--- src/rtl/shpwm_pkg.sv ---
package shpwm_pkg;

  localparam int unsigned CNT_W  = 6;
  localparam int unsigned DUTY_W = CNT_W + 1;
  localparam logic [1:0]  SEL_PWM6 = 2'b10;

  typedef logic [CNT_W-1:0]  cnt_t;
  typedef logic [DUTY_W-1:0] duty_t;

  // Output level for one count/duty pair: the count is zero-extended first.
  function automatic logic level_high(cnt_t c, duty_t d);
    return {1'b0, c} >= d;
  endfunction

  // True on the last count before the wrap.
  function automatic logic at_top(cnt_t c);
    return &c;
  endfunction

  // A channel runs only when enabled and its mode field picks the PWM mode.
  function automatic logic chan_live(logic en, logic [1:0] sel);
    return en && (sel == SEL_PWM6);
  endfunction

endpackage

--- src/rtl/shpwm_counter.sv ---
module shpwm_counter
  import shpwm_pkg::*;
(
  input  logic clk,
  input  logic rst_n,
  input  logic run,
  input  logic tick,
  output cnt_t cnt,
  output logic wrap
);

  logic step;

  assign step = run & tick;
  assign wrap = step & at_top(cnt);

  always_ff @(posedge clk) begin
    if (!rst_n)     cnt <= '0;
    else if (step)  cnt <= cnt + cnt_t'(1);
  end

endmodule

--- src/rtl/shpwm_channel.sv ---
module shpwm_channel
  import shpwm_pkg::*;
(
  input  logic  clk,
  input  logic  rst_n,
  input  logic  live,
  input  logic  wrap,
  input  cnt_t  cnt,
  input  logic  wr_stb,
  input  duty_t wr_data,
  output logic  pwm,
  output duty_t duty_act,
  output logic  reload
);

  duty_t shadow_q;

  // Only a live channel takes the shadow at a period boundary.
  assign reload = live & wrap;

  always_ff @(posedge clk) begin
    if (!rst_n)      shadow_q <= '0;
    else if (wr_stb) shadow_q <= wr_data;
  end

  always_ff @(posedge clk) begin
    if (!rst_n)      duty_act <= '0;
    else if (reload) duty_act <= shadow_q;
  end

  always_ff @(posedge clk) begin
    if (!rst_n) pwm <= 1'b0;
    else        pwm <= live & level_high(cnt, duty_act);
  end

endmodule

--- src/rtl/shpwm_bank.sv ---
module shpwm_bank
  import shpwm_pkg::*;
#(
  parameter int unsigned NCH = 4
) (
  input  logic                  clk,
  input  logic                  rst_n,
  input  logic                  tick_en,
  input  logic                  run,
  input  logic [NCH-1:0]        ch_en,
  input  logic [2*NCH-1:0]      ch_sel,
  input  logic [NCH-1:0]        wr_stb,
  input  logic [DUTY_W*NCH-1:0] wr_duty,
  output logic [NCH-1:0]        pwm_out
);

  localparam int unsigned FLAT_W = DUTY_W * NCH;

  cnt_t              cnt;
  logic              wrap;
  logic [NCH-1:0]    live;
  logic [NCH-1:0]    reload;
  logic [FLAT_W-1:0] duty_act;

  shpwm_counter u_cnt (
    .clk   (clk),
    .rst_n (rst_n),
    .run   (run),
    .tick  (tick_en),
    .cnt   (cnt),
    .wrap  (wrap)
  );

  for (genvar g = 0; g < NCH; g++) begin : g_ch
    assign live[g] = chan_live(ch_en[g], ch_sel[2*g +: 2]);

    shpwm_channel u_ch (
      .clk      (clk),
      .rst_n    (rst_n),
      .live     (live[g]),
      .wrap     (wrap),
      .cnt      (cnt),
      .wr_stb   (wr_stb[g]),
      .wr_data  (wr_duty[g*DUTY_W +: DUTY_W]),
      .pwm      (pwm_out[g]),
      .duty_act (duty_act[g*DUTY_W +: DUTY_W]),
      .reload   (reload[g])
    );
  end

endmodule

--- config.mk ---
export PLATFORM = sky130hd
export DESIGN_NAME = shpwm_bank
export DESIGN_NICKNAME = d
export VERILOG_FILES = /design/src/rtl/shpwm_pkg.sv /design/src/rtl/shpwm_counter.sv /design/src/rtl/shpwm_channel.sv /design/src/rtl/shpwm_bank.sv
export SDC_FILE = /design/constraint.sdc
export NUM_CORES = 1
export LEC_CHECK = 0
export BUFFER_PORTS_ARGS = -buffer_cell sky130_fd_sc_hd__clkbuf_2
export CAP_MARGIN = 25
export CORE_MARGIN = 4
export CORE_UTILIZATION = 33
export DETAILED_ROUTE_END_ITERATION = 8
export PLACE_DENSITY = 0.56
export SLEW_MARGIN = 20
export SYNTH_ARGS = -nofsm -noshare
export SYNTH_HDL_FRONTEND = slang
export SYNTH_SLANG_ARGS = --single-unit
--- constraint.sdc ---
create_clock -name clk -period 2.05 [get_ports clk]
set_input_delay 0.1025 -clock clk [delete_from_list [all_inputs] [get_ports clk]]
set_output_delay 0.1025 -clock clk [all_outputs]
set_load 0.05 [all_outputs]
---- Word level (Yosys, flattened, before mapping) ----
Cells that the tools add are included.
storage, ports and cells
  register bits ........................... 66
  input bits .............................. 48
  output and inout bits ................... 4
  word-level logic and storage cells ...... 37
operators by class
  add/sub/neg operators ................... 1
  order comparisons ....................... 4
  equality and inequality tests ........... 4
  bitwise gates (word level) .............. 10
  reductions and logical operators ........ 5
operator list
  operator                                                       count
  6-bit by 7-bit >= comparator with 1-bit output                 4
  1-bit AND                                                      10
  2-bit equality test, second input constant                     4
  6-bit by 1-bit adder with 6-bit output, second input constant  1
  6-bit AND reduction                                            1
  1-bit logical AND                                              4

---- Longest topological paths before layout ----
Gate-level depths: netlist (run 1).
  depth after elaboration ................. 3
  mapped depth ............................ 6
  gate-level depth less buffers ........... 6

---- Hierarchy ----
Synthesis (run 1) repeated with hierarchy kept, for this count alone.
unflattened totals
  cells, all modules ...................... 351
  area, all modules ....................... 3284.4 um^2
modules (own cells, without submodules)
  module         times used  cells an instance  area an instance (um^2)  sequential area each (um^2)
  shpwm_channel  4           79                 743.2                    300.3
  shpwm_counter  1           31                 276.5                    120.1
  shpwm_bank     1           4                  35.0                     0.0

---- Least setup slack after synthesis (run 1) ----
No wires, ideal clock.
  kind .................................... flip-flop to flip-flop
  from .................................... reg u_cnt.cnt[1]
  to ...................................... reg g_ch[0].u_ch.duty_act[1]
  setup time .............................. 0.087 ns
  arrival ................................. 1.354 ns
  data required time ...................... 1.963 ns
  setup slack ............................. 0.609 ns
  cell stages (with the launch flop) ...... 7
  path buffers ............................ 1
  clock period less this slack ............ 1.441 ns
  path through ............................ dfxtp_1 ha_1 nand3_4 nor3_4 buf_4 nand3_1 o31ai_1
between the ends
  cells in the longest elaborated chain, start to end .. 3
RTL lines
  item                    RTL line             source
  start, declared         shpwm_counter.sv:8   output cnt_t cnt,
  start signal, assigned  shpwm_counter.sv:19  else if (step) cnt <= cnt + cnt_t'(1);
  6-bit AND reduction     shpwm_pkg.sv:17      return &c;
  1-bit AND               shpwm_counter.sv:15  assign wrap = step & at_top(cnt);
  1-bit AND               shpwm_channel.sv:19  assign reload = live & wrap;
  end signal, assigned    shpwm_channel.sv:28  else if (reload) duty_act <= shadow_q;
  end, declared           shpwm_channel.sv:12  output duty_t duty_act,
Every way passes these cells.
A chain may end at the register's enable or synchronous reset.

---- Final worst setup path (run 1) ----
  from .................................... reg u_cnt.cnt[2]
  to ...................................... reg g_ch[1].u_ch.pwm
between the ends
  cells in the longest elaborated chain, start to end .. 2
RTL lines
  item                                            RTL line             source
  6-bit by 7-bit >= comparator with 1-bit output  shpwm_pkg.sv:12      return {1'b0, c} >= d;
  1-bit AND                                       shpwm_channel.sv:33  else pwm <= live & level_high(cnt, duty_act);
  end signal, assigned                            shpwm_channel.sv:33
  end, declared                                   shpwm_channel.sv:11  output logic pwm,
Every way passes these cells.

==> results of run 1 <==
==> routing by layer <==
metal / vias to the layer above / GRT usage, %
met5: - / 0
met4: 0 / 4.75
met3: 12 / 4.54
li1: 1237 / -
met2: 46 / 20.3
met1: 1077 / 14.7
==> cell usage in the layout (no fill, tap or decap) <==
master	n
dfxtp_1	66
clkbuf_2	51
nor2_1	31
nand3_1	30
mux2i_1	28
ha_1	25
inv_1	22
o31ai_1	20
dlygate4sd3_1	18
nand2_1	16
a21oi_1	11
clkbuf_8	9
o21ai_1	8
o21ai_0	6
buf_4	5
nand3b_1	4
nor3_4	4
a21o_1	4
nor2b_1	4
nand4_1	4
a2111oi_0	4
clkbuf_1	4
or3_1	2
xnor2_1	2
clkinv_2	2
nand3_4	1
xor2_1	1
nand4_4	1
nor3_1	1
bufinv_16	1
==> state kept, by name, summed over array words and instances (netlist names) <==
signal	count
g_ch.u_ch.duty_act	28
g_ch.u_ch.shadow_q	28
u_cnt.cnt	6
g_ch.u_ch.pwm	4
==> final cells by class <==
class | instances | share of cell area [%]
multi-input cells | 207 | 40.4
inverters | 22 | 2.24
clock inverters | 3 | 1.09
repair buffers | 74 | 12.9
well taps | 108 | 3.67
clock buffers | 13 | 3.78
flip-flops and latches | 66 | 35.9
==> worst paths after layout <==
path	start	to	slack, ns	depth (start not counted)
hold / removal	wr_duty[11]	g_ch[1].u_ch.shadow_q[4]	0.009	3
setup reg to reg	u_cnt.cnt[2]	g_ch[1].u_ch.pwm	0.22	5
hold reg to reg	g_ch[2].u_ch.duty_act[6]	g_ch[2].u_ch.pwm	0.44	1
setup / recovery	u_cnt.cnt[2]	g_ch[1].u_ch.pwm	0.22	5
==> kinds of logic after synthesis <==
| family | count (synthesis) | share of synthesized area (%) |
|---|---|---|
| AND/OR/NAND/NOR | 98 | 17.5 |
| flip-flops | 66 | 43.7 |
| adder cells (fa/ha/maj) | 25 | 10.4 |
| buffers and inverters | 44 | 7.00 |
| multiplexers | 28 | 9.28 |
| AO/OA/AOI/OAI | 53 | 11.3 |
| XOR/XNOR | 3 | 0.870 |
==> synthesized netlist by cell type (2+ instances only) <==
| cell | count |
|---|---|
| a2111oi_0 | 4 |
| a21o_1 | 4 |
| a21oi_1 | 11 |
| buf_1 | 6 |
| buf_2 | 4 |
| buf_4 | 5 |
| buf_6 | 3 |
| clkbuf_1 | 4 |
| dfxtp_1 | 66 |
| ha_1 | 25 |
| inv_1 | 22 |
| mux2i_1 | 28 |
| nand2_1 | 16 |
| nand3_1 | 30 |
| nand3b_1 | 4 |
| nand4_1 | 4 |
| nor2_1 | 31 |
| nor2b_1 | 4 |
| nor3_4 | 4 |
| o21ai_0 | 6 |
| o21ai_1 | 8 |
| o31ai_1 | 20 |
| or3_1 | 2 |
| xnor2_1 | 2 |
==> where the power goes <==
| group | switching [mW] | leakage, nW | total [mW] | internal [mW] |
|---|---|---|---|---|
| Sequential | 0.0213 | 0.538 | 1.34 | 1.32 |
| Combinational | 0.104 | 1.02 | 0.210 | 0.106 |
| Clock | 0.461 | 0.0914 | 1.02 | 0.560 |
==> worst min-delay path: cells and delay by family <==
kind / cells / cell delay (ns)
buffers and inverters: 1 / 0.08
multiplexers: 1 / 0.06
AND/OR/NAND/NOR: 1 / 0.07
==> through the flow <==
stage	power, mW	hold WS (ns)
final	2.57	0.00918
after global routing	2.70	0.0161
after CTS	2.61	0.000738
after detailed placement	1.56	0.350
after global placement	1.55	0.338
after floorplan	1.48	0.250
==> summary.md, run 1 <==
| Metric | Value |
|---|---|
| Mapped Area | 0.00302 mm2 |
| CTS tree | yes |
| Minimum clock period after layout | 1.83 ns |
| Fillers | 892 |
| IO Port Bufs | 51 |
| HP Class | in2reg |
| Slew Limit Headroom | 66.1% |
| Share of the synthesized area in the top cell type | 43.7% |
| Post-synth cell types | 28 |
| Synthesized instance count | 317 |
| Final Cycle Share | 89.5% |
| Final slew viol count | 0 |
| Final Instance Area | 0.00368 mm2 |
| First-pass GRT wire length | 10900 um |
| Pin count of the biggest net entering global routing | 37 |
| Vias per cell | 4.81 |
| Post-CTS Hold Fix Bufs | 18 |
| Clk Latency, worst-skew pair | 0.34 ns |
| DRC Markers | 0 |
| CP required | 2.23 ns |
| Setup tns final | 0 ns |
| Status | complete, no violations |
| Ys Warns | 0 |
| Post-cts sizing count | 0 |
| Routed wl met3 | 341 um |
| Initial antenna violation count | 0 |
| CP max-delay cell | dfxtp_1 |
| Fmax | 545 MHz |
| Startpoint Class | register |
| Layout Nets | 453 |
| Syn-to-layout area delta | 21.8% |
| Vias in the first global route | 2423 |
| Crit path kind | reg2reg |
| Max layer used | met4 |
| Syn avg cell area | 9.53 um2 |
| Buffers & Inverters on Critical Path | 0 |
| Die Y-Extent | 104 um |
| Detailed-route via count | 2372 |
| Final wirelength | 6280 um |
| Yosys top cell by area | dfxtp_1 |
| Layout cells sized above 1 | 19.2% |
| CP cell instances | ha_1 > nand2_1 > o21ai_0 > nand4_1 > a2111oi_0 |
| #FFs+latches synth | 66 |
| Routability Congestion | 0.726 |
| Die area | 0.0107 mm2 |
| Num ports | 52 |
| Die X | 104 um |
| Antenna cells | 0 |
| Final Setup Violations | 0 |
| Worst Setup End Kind | register |
| Met2 WL | 2880 um |
| Post-synth net total | 390 |
| RSZ-0062 raised after global routing | false |
| Static leakage | 1.64 nW |
| Ranking of synthesized cells by area | dfxtp_1 (44%), ha_1 (10%), mux2i_1 (9.3%) |
| Dpl cells | 459 |
| CTS H-tree depth | 3 |
| Core Region | 0.00881 mm2 |
| CTS sink cnt | 66 |
| CP delay by family, top | compound AO/OA/AOI/OAI gates |
| Pwr dens | 699 mW/mm2 |
| Avg WL per Cell | 12.7 um |
| Multi-input logic area | 0.00149 mm2 |
| Synth async-reset ratio | 0% |
| Final core utilization | 41.8% |
| Iter 0 DRT Violations | 84 |
| Post-DP HPWL | 4400 um |
| Number of CTS-inserted buffers | 9 |
| Worst Path Arrival | 2.01 ns |
| Crit Path Max Fanout | 8 |
| Worst-Margin Slew | 0.496 ns |
| Post-synth top flop | dfxtp_1 |
| Register area share after synthesis | 43.7% |
| Final Instance Count excl. Fillers | 493 |
| CTS max path bufs | 2 |
| CTS clk-pin slew, worst paths | 0.06 ns |
| VDD IR max | 0.308 mV |
| Max incr delay on CP | 0.59 ns |
| GRT Util Overall | 12.3% |
| Reg area | 0.00132 mm2 |
| Post-DRT Antenna Nets | 0 |
| Met1 WL | 2930 um |
| Initial Utilization | 34.3% |
| Layout Skew | 0.00874 ns |
| Dpl cell area | 0.00332 mm2 |
| DR pass1 iterations | 4 |
| Number of max-cap violations | 0 |
| Post-Place Worst Slack | 0.168 ns |
| Final Hold Vio Count | 0 |
| Setup bufs post-CTS | 0 |
| Placement Rows | 34 |
| Worst Setup Slack, final | 0.216 ns |
| Overflow after GRT | 0 |
| CTS Root Cell | clkbuf_8 |
| EDFF count, synth | 0 |
Power figures use the tool's default switching activity.
==> run 2, diff against run 1 <==
--- a/config.mk
+++ b/config.mk
@@ -5,12 +5,13 @@
 export SDC_FILE = /design/constraint.sdc
 export NUM_CORES = 1
 export LEC_CHECK = 0
-export BUFFER_PORTS_ARGS = -buffer_cell sky130_fd_sc_hd__clkbuf_2
 export CAP_MARGIN = 25
+export CORE_ASPECT_RATIO = 1.4
 export CORE_MARGIN = 4
 export CORE_UTILIZATION = 33
 export DETAILED_ROUTE_END_ITERATION = 8
-export PLACE_DENSITY = 0.56
+export DONT_BUFFER_PORTS = 1
+export PLACE_DENSITY_LB_ADDON = 0.15
 export SLEW_MARGIN = 20
 export SYNTH_ARGS = -nofsm -noshare
 export SYNTH_HDL_FRONTEND = slang
==> run 2 against run 1 <==
  * Design area up 6.9%
  * Clock power rose by 32%
  * Final cell count decreased by 2.2%
  * Wire length rose by 5.4%
  * Combinational power is 9% higher
  * Setup slack improved by 0.0052 ns
  * Power is 14% higher
  * First-iteration DRC count is 1.2% lower
  * Sequential power about the same
==> summary.md, run 2 (synthesized netlist as in run 1, its figures left out) <==
| Metric | Value |
|---|---|
| CP cell instances | inv_1 > ha_1 > nor2b_1 > o21ai_0 > nand4_1 > a2111oi_0 (was ha_1 > nand2_1 > o21ai_0 > nand4_1 > a2111oi_0) |
| Placement Rows | 41 (was 34) |
| GRT Util Overall | 13.6% (was 12.3%) |
| Crit Path Max Fanout | 5 (was 8) |
| Met1 usage | 16.7% (was 14.7%) |
| Num ports | 52 (unchanged) |
| Setup tns final | 0 ns (unchanged) |
| Detailed-route via count | 2318 (was 2372) |
| Initial antenna violation count | 0 (unchanged) |
| Layout Nets | 445 (was 453) |
| Most common cell after layout, fill and taps aside | dfxtp_1 (unchanged) |
| Worst hold endpoint | u_cnt.cnt[2] (was g_ch[1].u_ch.shadow_q[4]) |
| Hold_sp | rst_n (was wr_duty[11]) |
| Multi-input logic area | 0.00149 mm2 (unchanged) |
| VDD IR max | 0.484 mV (was 0.308 mV) |
| Setup bufs post-CTS | 0 (unchanged) |
| M2 GR Usage | 21.5% (was 20.3%) |
| Overflow after GRT | 0 (unchanged) |
| Minimum clock period after layout | 1.83 ns (about the same) |
| Fillers | 876 (was 892) |
| CTS clk-pin slew, worst paths | 0.05 ns (was 0.06 ns) |
| Vias per cell | 4.81 (about the same) |
| CTS tree | yes (unchanged) |
| Startpoint Class | register (unchanged) |
| Die area | 0.0108 mm2 (was 0.0107 mm2) |
| Most frequent cells in the layout | dfxtp_1 (66), dlygate4sd3_1 (58), nor2_1 (31) (was dfxtp_1 (66), clkbuf_2 (51), nor2_1 (31)) |
| CTS Root Cell | clkbuf_16 (was clkbuf_8) |
| Pin count of the biggest net entering global routing | 37 (unchanged) |
| Final Setup Violations | 0 (unchanged) |
| Pwr Total | 2.93 mW (was 2.57 mW) |
| Worst Path Arrival | 2.00 ns (was 2.01 ns) |
| Reg area | 0.00132 mm2 (unchanged) |
| Worst Setup Slack, final | 0.221 ns (was 0.216 ns) |
| Largest regs | g_ch.u_ch.duty_act (28), g_ch.u_ch.shadow_q (28), u_cnt.cnt (6) (unchanged) |
| Worst-Margin Slew | 0.484 ns (was 0.496 ns) |
| Final Hold Vio Count | 0 (unchanged) |
| Layout cells sized above 1 | 6.40% (was 19.2%) |
| Post-DRT Antenna Nets | 0 (unchanged) |
| Final Cycle Share | 89.2% (was 89.5%) |
| Final wirelength | 6620 um (was 6280 um) |
| Vias in the first global route | 2340 (was 2423) |
| CTS max path bufs | 2 (unchanged) |
| Critical R2R Launch | u_cnt.cnt[0] (was u_cnt.cnt[2]) |
| DRC Markers | 0 (unchanged) |
| First-pass GRT wire length | 11200 um (was 10900 um) |
| Final slew viol count | 0 (unchanged) |
| Crit path kind | reg2reg (unchanged) |
| Core Region | 0.00898 mm2 (was 0.00881 mm2) |
| HP Class | in2reg (unchanged) |
| Top Usage Layer GRT | met2 (unchanged) |
| DR pass1 iterations | 4 (unchanged) |
| RSZ-0062 raised after global routing | false (unchanged) |
| Worst Reg-to-Reg Cells | 6 (was 5) |
| Post-DP HPWL | 4480 um (was 4400 um) |
| Worst hold stages | 2 (was 3) |
| Max incr delay on CP | 0.52 ns (was 0.59 ns) |
| Worst Setup End Kind | register (unchanged) |
| Worst R2R Setup Slack | 0.22 ns (about the same) |
| M3 GR Usage | 4.08% (was 4.54%) |
| Layout Skew | 0.00193 ns (was 0.00874 ns) |
| Pwr dens | 744 mW/mm2 (was 699 mW/mm2) |
| Iter 0 DRT Violations | 83 (was 84) |
| Avg WL per Cell | 13.7 um (was 12.7 um) |
| Final Instance Count excl. Fillers | 482 (was 493) |
| Final core utilization | 43.8% (was 41.8%) |
| Clk Latency, worst-skew pair | 0.33 ns (was 0.34 ns) |
| Syn-to-layout area delta | 30.2% (was 21.8%) |
| CTS H-tree depth | 3 (unchanged) |
| Fmax | 547 MHz (was 545 MHz) |
| Post-CTS Hold Fix Bufs | 59 (was 18) |
| Post-cts sizing count | 0 (unchanged) |
| Die Y-Extent | 121 um (was 104 um) |
| Number of max-cap violations | 0 (unchanged) |
| Routability Congestion | 0.713 (was 0.726) |
| Die X | 88.9 um (was 104 um) |
| Status | complete, no violations (unchanged) |
| Dpl cells | 409 (was 459) |
| FF-to-FF End | g_ch[0].u_ch.pwm (was g_ch[1].u_ch.pwm) |
| CP max-delay cell | a2111oi_0 (was dfxtp_1) |
| IO Port Bufs | 0 (was 51) |
| Static leakage | 1.62 nW (was 1.64 nW) |
| CP required | 2.22 ns (was 2.23 ns) |
| Slew Limit Headroom | 66.9% (was 66.1%) |
| Number of CTS-inserted buffers | 9 (unchanged) |
| Post-Place Worst Slack | 0.183 ns (was 0.168 ns) |
| CTS sink cnt | 66 (unchanged) |
| Antenna cells | 0 (unchanged) |
| Initial Utilization | 33.6% (was 34.3%) |
[run 2: changes by cell type in the layout (fill, tap and decap cells not counted)]
cell	delta
clkbuf_2	-51
dlygate4sd3_1	+40
clkbuf_16	+9
clkbuf_8	-8
buf_4	+2
clkinv_2	-2
buf_12	+1
bufinv_16	-1
[run 2: how the worst max path moves through the flow]
stage / depth (start not counted) / from / end / slack, ns
after floorplan: 6 / u_cnt.cnt[1] / g_ch[0].u_ch.duty_act[1] / 0.61
after global placement: 5 / u_cnt.cnt[2] / g_ch[3].u_ch.pwm / 0.26
after detailed placement: 5 / u_cnt.cnt[2] / g_ch[0].u_ch.pwm / 0.18
after CTS: 6 / u_cnt.cnt[0] / g_ch[0].u_ch.pwm / 0.18
after global routing: 5 / u_cnt.cnt[2] / g_ch[3].u_ch.pwm / 0.02
final: 6 / u_cnt.cnt[0] / g_ch[0].u_ch.pwm / 0.22
[run 2: area by class of cell]
| cell class | instances | share of cell area [%] |
|---|---|---|
| multi-input cells | 207 | 37.8 |
| flip-flops and latches | 66 | 33.6 |
| repair buffers | 66 | 16.6 |
| clock buffers | 14 | 6.46 |
| well taps | 107 | 3.40 |
| inverters | 22 | 2.10 |
[run 2: where the power goes]
part / internal, mW / switching (mW) / leakage [nW] / total (mW)
clock network: 0.838 / 0.508 / 0.123 / 1.35
logic: 0.145 / 0.0826 / 0.961 / 0.228
registers: 1.32 / 0.0293 / 0.538 / 1.35
total: 2.31 / 0.620 / 1.62 / 2.93
[run 2: worst max-delay path, delay by kind of cell (launching register included)]
family / cells / cell delay (ns)
adders and majority gates: 1 / 0.30
buffers and inverters: 1 / 0.12
AOI/OAI and AO/OA: 2 / 0.72
DFF: 1 / 0.35
and+or+nand+nor: 2 / 0.17
[run 2: stage by stage]
step,hold WS [ns],instance area [um2]
detailed placement,0.253,3080
global placement,0.251,3080
floorplan,0.250,3020
finish,0.0588,3930
global route,0.0723,3930
CTS,0.0568,3930
[run 2: routing by layer]
layer | part of all wire (%) | routed length, um | up-vias
met4 | 2.5 | 164 | 0
met2 | 47 | 3130 | 46
met1 | 45 | 3000 | 1042
li1 | - | - | 1217
met3 | 5.0 | 328 | 13
met5 | 0 | 0 | -
==> run 3, diff against run 2 <==
--- a/config.mk
+++ b/config.mk
@@ -9,6 +9,8 @@
 export CORE_ASPECT_RATIO = 1.4
 export CORE_MARGIN = 4
 export CORE_UTILIZATION = 33
+export CTS_BUF_LIST = sky130_fd_sc_hd__clkbuf_8
+export CTS_CLUSTER_DIAMETER = 200
 export DETAILED_ROUTE_END_ITERATION = 8
 export DONT_BUFFER_PORTS = 1
 export PLACE_DENSITY_LB_ADDON = 0.15
==> constraint.sdc (replaced) <==
create_clock -name clk -period 2.05 [get_ports clk]
set_input_delay 0.205 -clock clk [delete_from_list [all_inputs] [get_ports clk]]
set_output_delay 0.205 -clock clk [all_outputs]
set_load 0.05 [all_outputs]
==> run 3 against run 2 <==
  * Register-to-register slack better by 0.03 ns
  * Setup slack better by 0.032 ns
  * Sequential cell count stayed put
  * Critical endpoint is now g_ch[1].u_ch.pwm
==> summary.md, run 3 (synthesized netlist as in run 1, its figures left out) <==
| Metric | Value |
|---|---|
| Vias in the first global route | 2121 (was 2340) |
| Worst Setup End Kind | register (unchanged) |
| CP cell instances | ha_1 > nand2_1 > o21ai_0 > nand4_1 > a2111oi_0 (was inv_1 > ha_1 > nor2b_1 > o21ai_0 > nand4_1 > a2111oi_0) |
| Crit path kind | reg2reg (unchanged) |
| Layout Skew | 0.00577 ns (was 0.00193 ns) |
| Post-cts sizing count | 0 (unchanged) |
| Pin count of the biggest net entering global routing | 34 (was 37) |
| Crit Path Max Fanout | 8 (was 5) |
| Iter 0 DRT Violations | 75 (was 83) |
| HP Class | in2reg (unchanged) |
| Most common cell after layout, fill and taps aside | dfxtp_1 (unchanged) |
| Max incr delay on CP | 0.60 ns (was 0.52 ns) |
| Worst-Margin Slew | 0.529 ns (was 0.484 ns) |
| Worst Path Arrival | 2.00 ns (about the same) |
| Die X | 88.9 um (unchanged) |
| Detailed-route via count | 2201 (was 2318) |
| Post-Place Worst Slack | 0.216 ns (was 0.183 ns) |
| Flop pwr share | 53.4% (was 46.2%) |
| Int Power | 1.94 mW (was 2.31 mW) |
| Most frequent cells in the layout | dfxtp_1 (66), nor2_1 (31), nand3_1 (30), dlygate4sd3_1 (30), mux2i_1 (28) (was dfxtp_1 (66), dlygate4sd3_1 (58), nor2_1 (31)) |
| CP max-delay cell | dfxtp_1 (was a2111oi_0) |
| VDD IR max | 0.333 mV (was 0.484 mV) |
| Combinational share of power | 6.9% (was 7.8%) |
| Crit path from | u_cnt.cnt[2] (was u_cnt.cnt[0]) |
| CTS clk-pin slew, worst paths | 0.07 ns (was 0.05 ns) |
| Die area | 0.0108 mm2 (unchanged) |
| Avg WL per Cell | 14.9 um (was 13.7 um) |
| Post-DP HPWL | 4390 um (was 4480 um) |
| Syn-to-layout area delta | 19.3% (was 30.2%) |
| Status | complete, no violations (unchanged) |
| Antenna cells | 0 (unchanged) |
| DR pass1 iterations | 4 (unchanged) |
| Number of max-cap violations | 0 (unchanged) |
| Routability Congestion | 0.731 (was 0.713) |
| CTS sink cnt | 66 (unchanged) |
| Core Region | 0.00898 mm2 (unchanged) |
| Minimum clock period after layout | 1.80 ns (was 1.83 ns) |
| Startpoint Class | register (unchanged) |
| DRC Markers | 0 (unchanged) |
| Critical R2R Launch | u_cnt.cnt[2] (was u_cnt.cnt[0]) |
| Vias per cell | 4.81 (about the same) |
| Sw Share | 23.1% (was 21.2%) |
| Sw Pwr | 0.583 mW (was 0.620 mW) |
| Worst R2R Setup Slack | 0.25 ns (was 0.22 ns) |
| Post-DRT Antenna Nets | 0 (unchanged) |
| Pwr dens | 701 mW/mm2 (was 744 mW/mm2) |
| Layout Nets | 419 (was 445) |
| CTS tree | yes (unchanged) |
| Setup tns final | 0 ns (unchanged) |
| Final Cycle Share | 87.6% (was 89.2%) |
| Worst Setup Slack, final | 0.254 ns (was 0.221 ns) |
| IO Port Bufs | 0 (unchanged) |
| CTS max path bufs | 2 (unchanged) |
| Num ports | 52 (unchanged) |
| CTS Root Cell | clkbuf_8 (was clkbuf_16) |
| Placement Rows | 41 (unchanged) |
| Slew Limit Headroom | 64.6% (was 66.9%) |
| Layout cells sized above 1 | 8.55% (was 6.40%) |
| CP required | 2.25 ns (was 2.22 ns) |
| Final Setup Violations | 0 (unchanged) |
| Initial Utilization | 33.6% (unchanged) |
| Hold_sp | wr_stb[1] (was rst_n) |
| Buffers & Inverters on Critical Path | 0 (was 1) |
| Fmax | 557 MHz (was 547 MHz) |
| Number of CTS-inserted buffers | 9 (unchanged) |
| First-pass GRT wire length | 10900 um (was 11200 um) |
| Overflow after GRT | 0 (unchanged) |
| Final wirelength | 6810 um (was 6620 um) |
| RSZ-0062 raised after global routing | false (unchanged) |
| CP delay by family, top | compound AO/OA/AOI/OAI gates (unchanged) |
| Static leakage | 1.52 nW (was 1.62 nW) |
| Largest regs | g_ch.u_ch.duty_act (28), g_ch.u_ch.shadow_q (28), u_cnt.cnt (6) (unchanged) |
| GRT Util Overall | 13.5% (was 13.6%) |
| Clock share of power | 39.7% (was 46.0%) |
| Clk Latency, worst-skew pair | 0.34 ns (was 0.33 ns) |
| Die Y-Extent | 121 um (unchanged) |
| CTS H-tree depth | 3 (unchanged) |
| Final Hold Vio Count | 0 (unchanged) |
| Final slew viol count | 0 (unchanged) |
| Initial antenna violation count | 0 (unchanged) |
==> run 3: final cells by class <==
| cell class | instances | area [um2] |
|---|---|---|
| clock buffers | 12 | 165 |
| clock inverters | 4 | 17.5 |
| fillers | 917 | 5370 |
| inverters | 22 | 82.6 |
| multi-input cells | 207 | 1490 |
| flip-flops and latches | 66 | 1320 |
| well taps | 107 | 134 |
| repair buffers | 40 | 395 |
==> run 3: power groups by stage <==
stage | Combinational (mW) | Clock, mW | Sequential (mW)
global route | 0.197 | 1.09 | 1.35
global placement | 0.108 | 0 | 1.38
CTS | 0.175 | 1.04 | 1.35
detailed placement | 0.111 | 0 | 1.38
floorplan | 0.121 | 0 | 1.36
finish | 0.175 | 1.00 | 1.35
==> run 3: per-layer routing <==
layer	vias up	routed length [um]	track usage, %
met5	-	0	0
met4	0	156	7.66
met3	10	289	2.65
met2	44	3300	21.7
met1	974	3060	16.7
li1	1173	-	-
==> run 3: path summary, 6_finish.rpt <==
check	to	cells past startpoint
max reg2reg	g_ch[1].u_ch.pwm	5
max	g_ch[1].u_ch.pwm	5
min	g_ch[1].u_ch.shadow_q[3]	2
min reg2reg	g_ch[2].u_ch.pwm	1
==> run 3: stage by stage <==
step	hold slack [ns]	instance area, um2	util (%)	cells	total power [mW]
final	0.0165	3600	40.1	458	2.53
after CTS	0.000348	3590	40.0	457	2.56
after global placement	0.354	3110	34.6	411	1.49
after global routing	0.0127	3600	40.1	458	2.64
after detailed placement	0.359	3110	34.6	411	1.49
after floorplan	0.352	3020	-	317	1.48
==> run 3: what timing repair did <==
action	CTS	global route
setup buffers	0	0
hold buffers	30	0
hold endpoints to repair	44	0
endpoints found under the setup margin	0	0
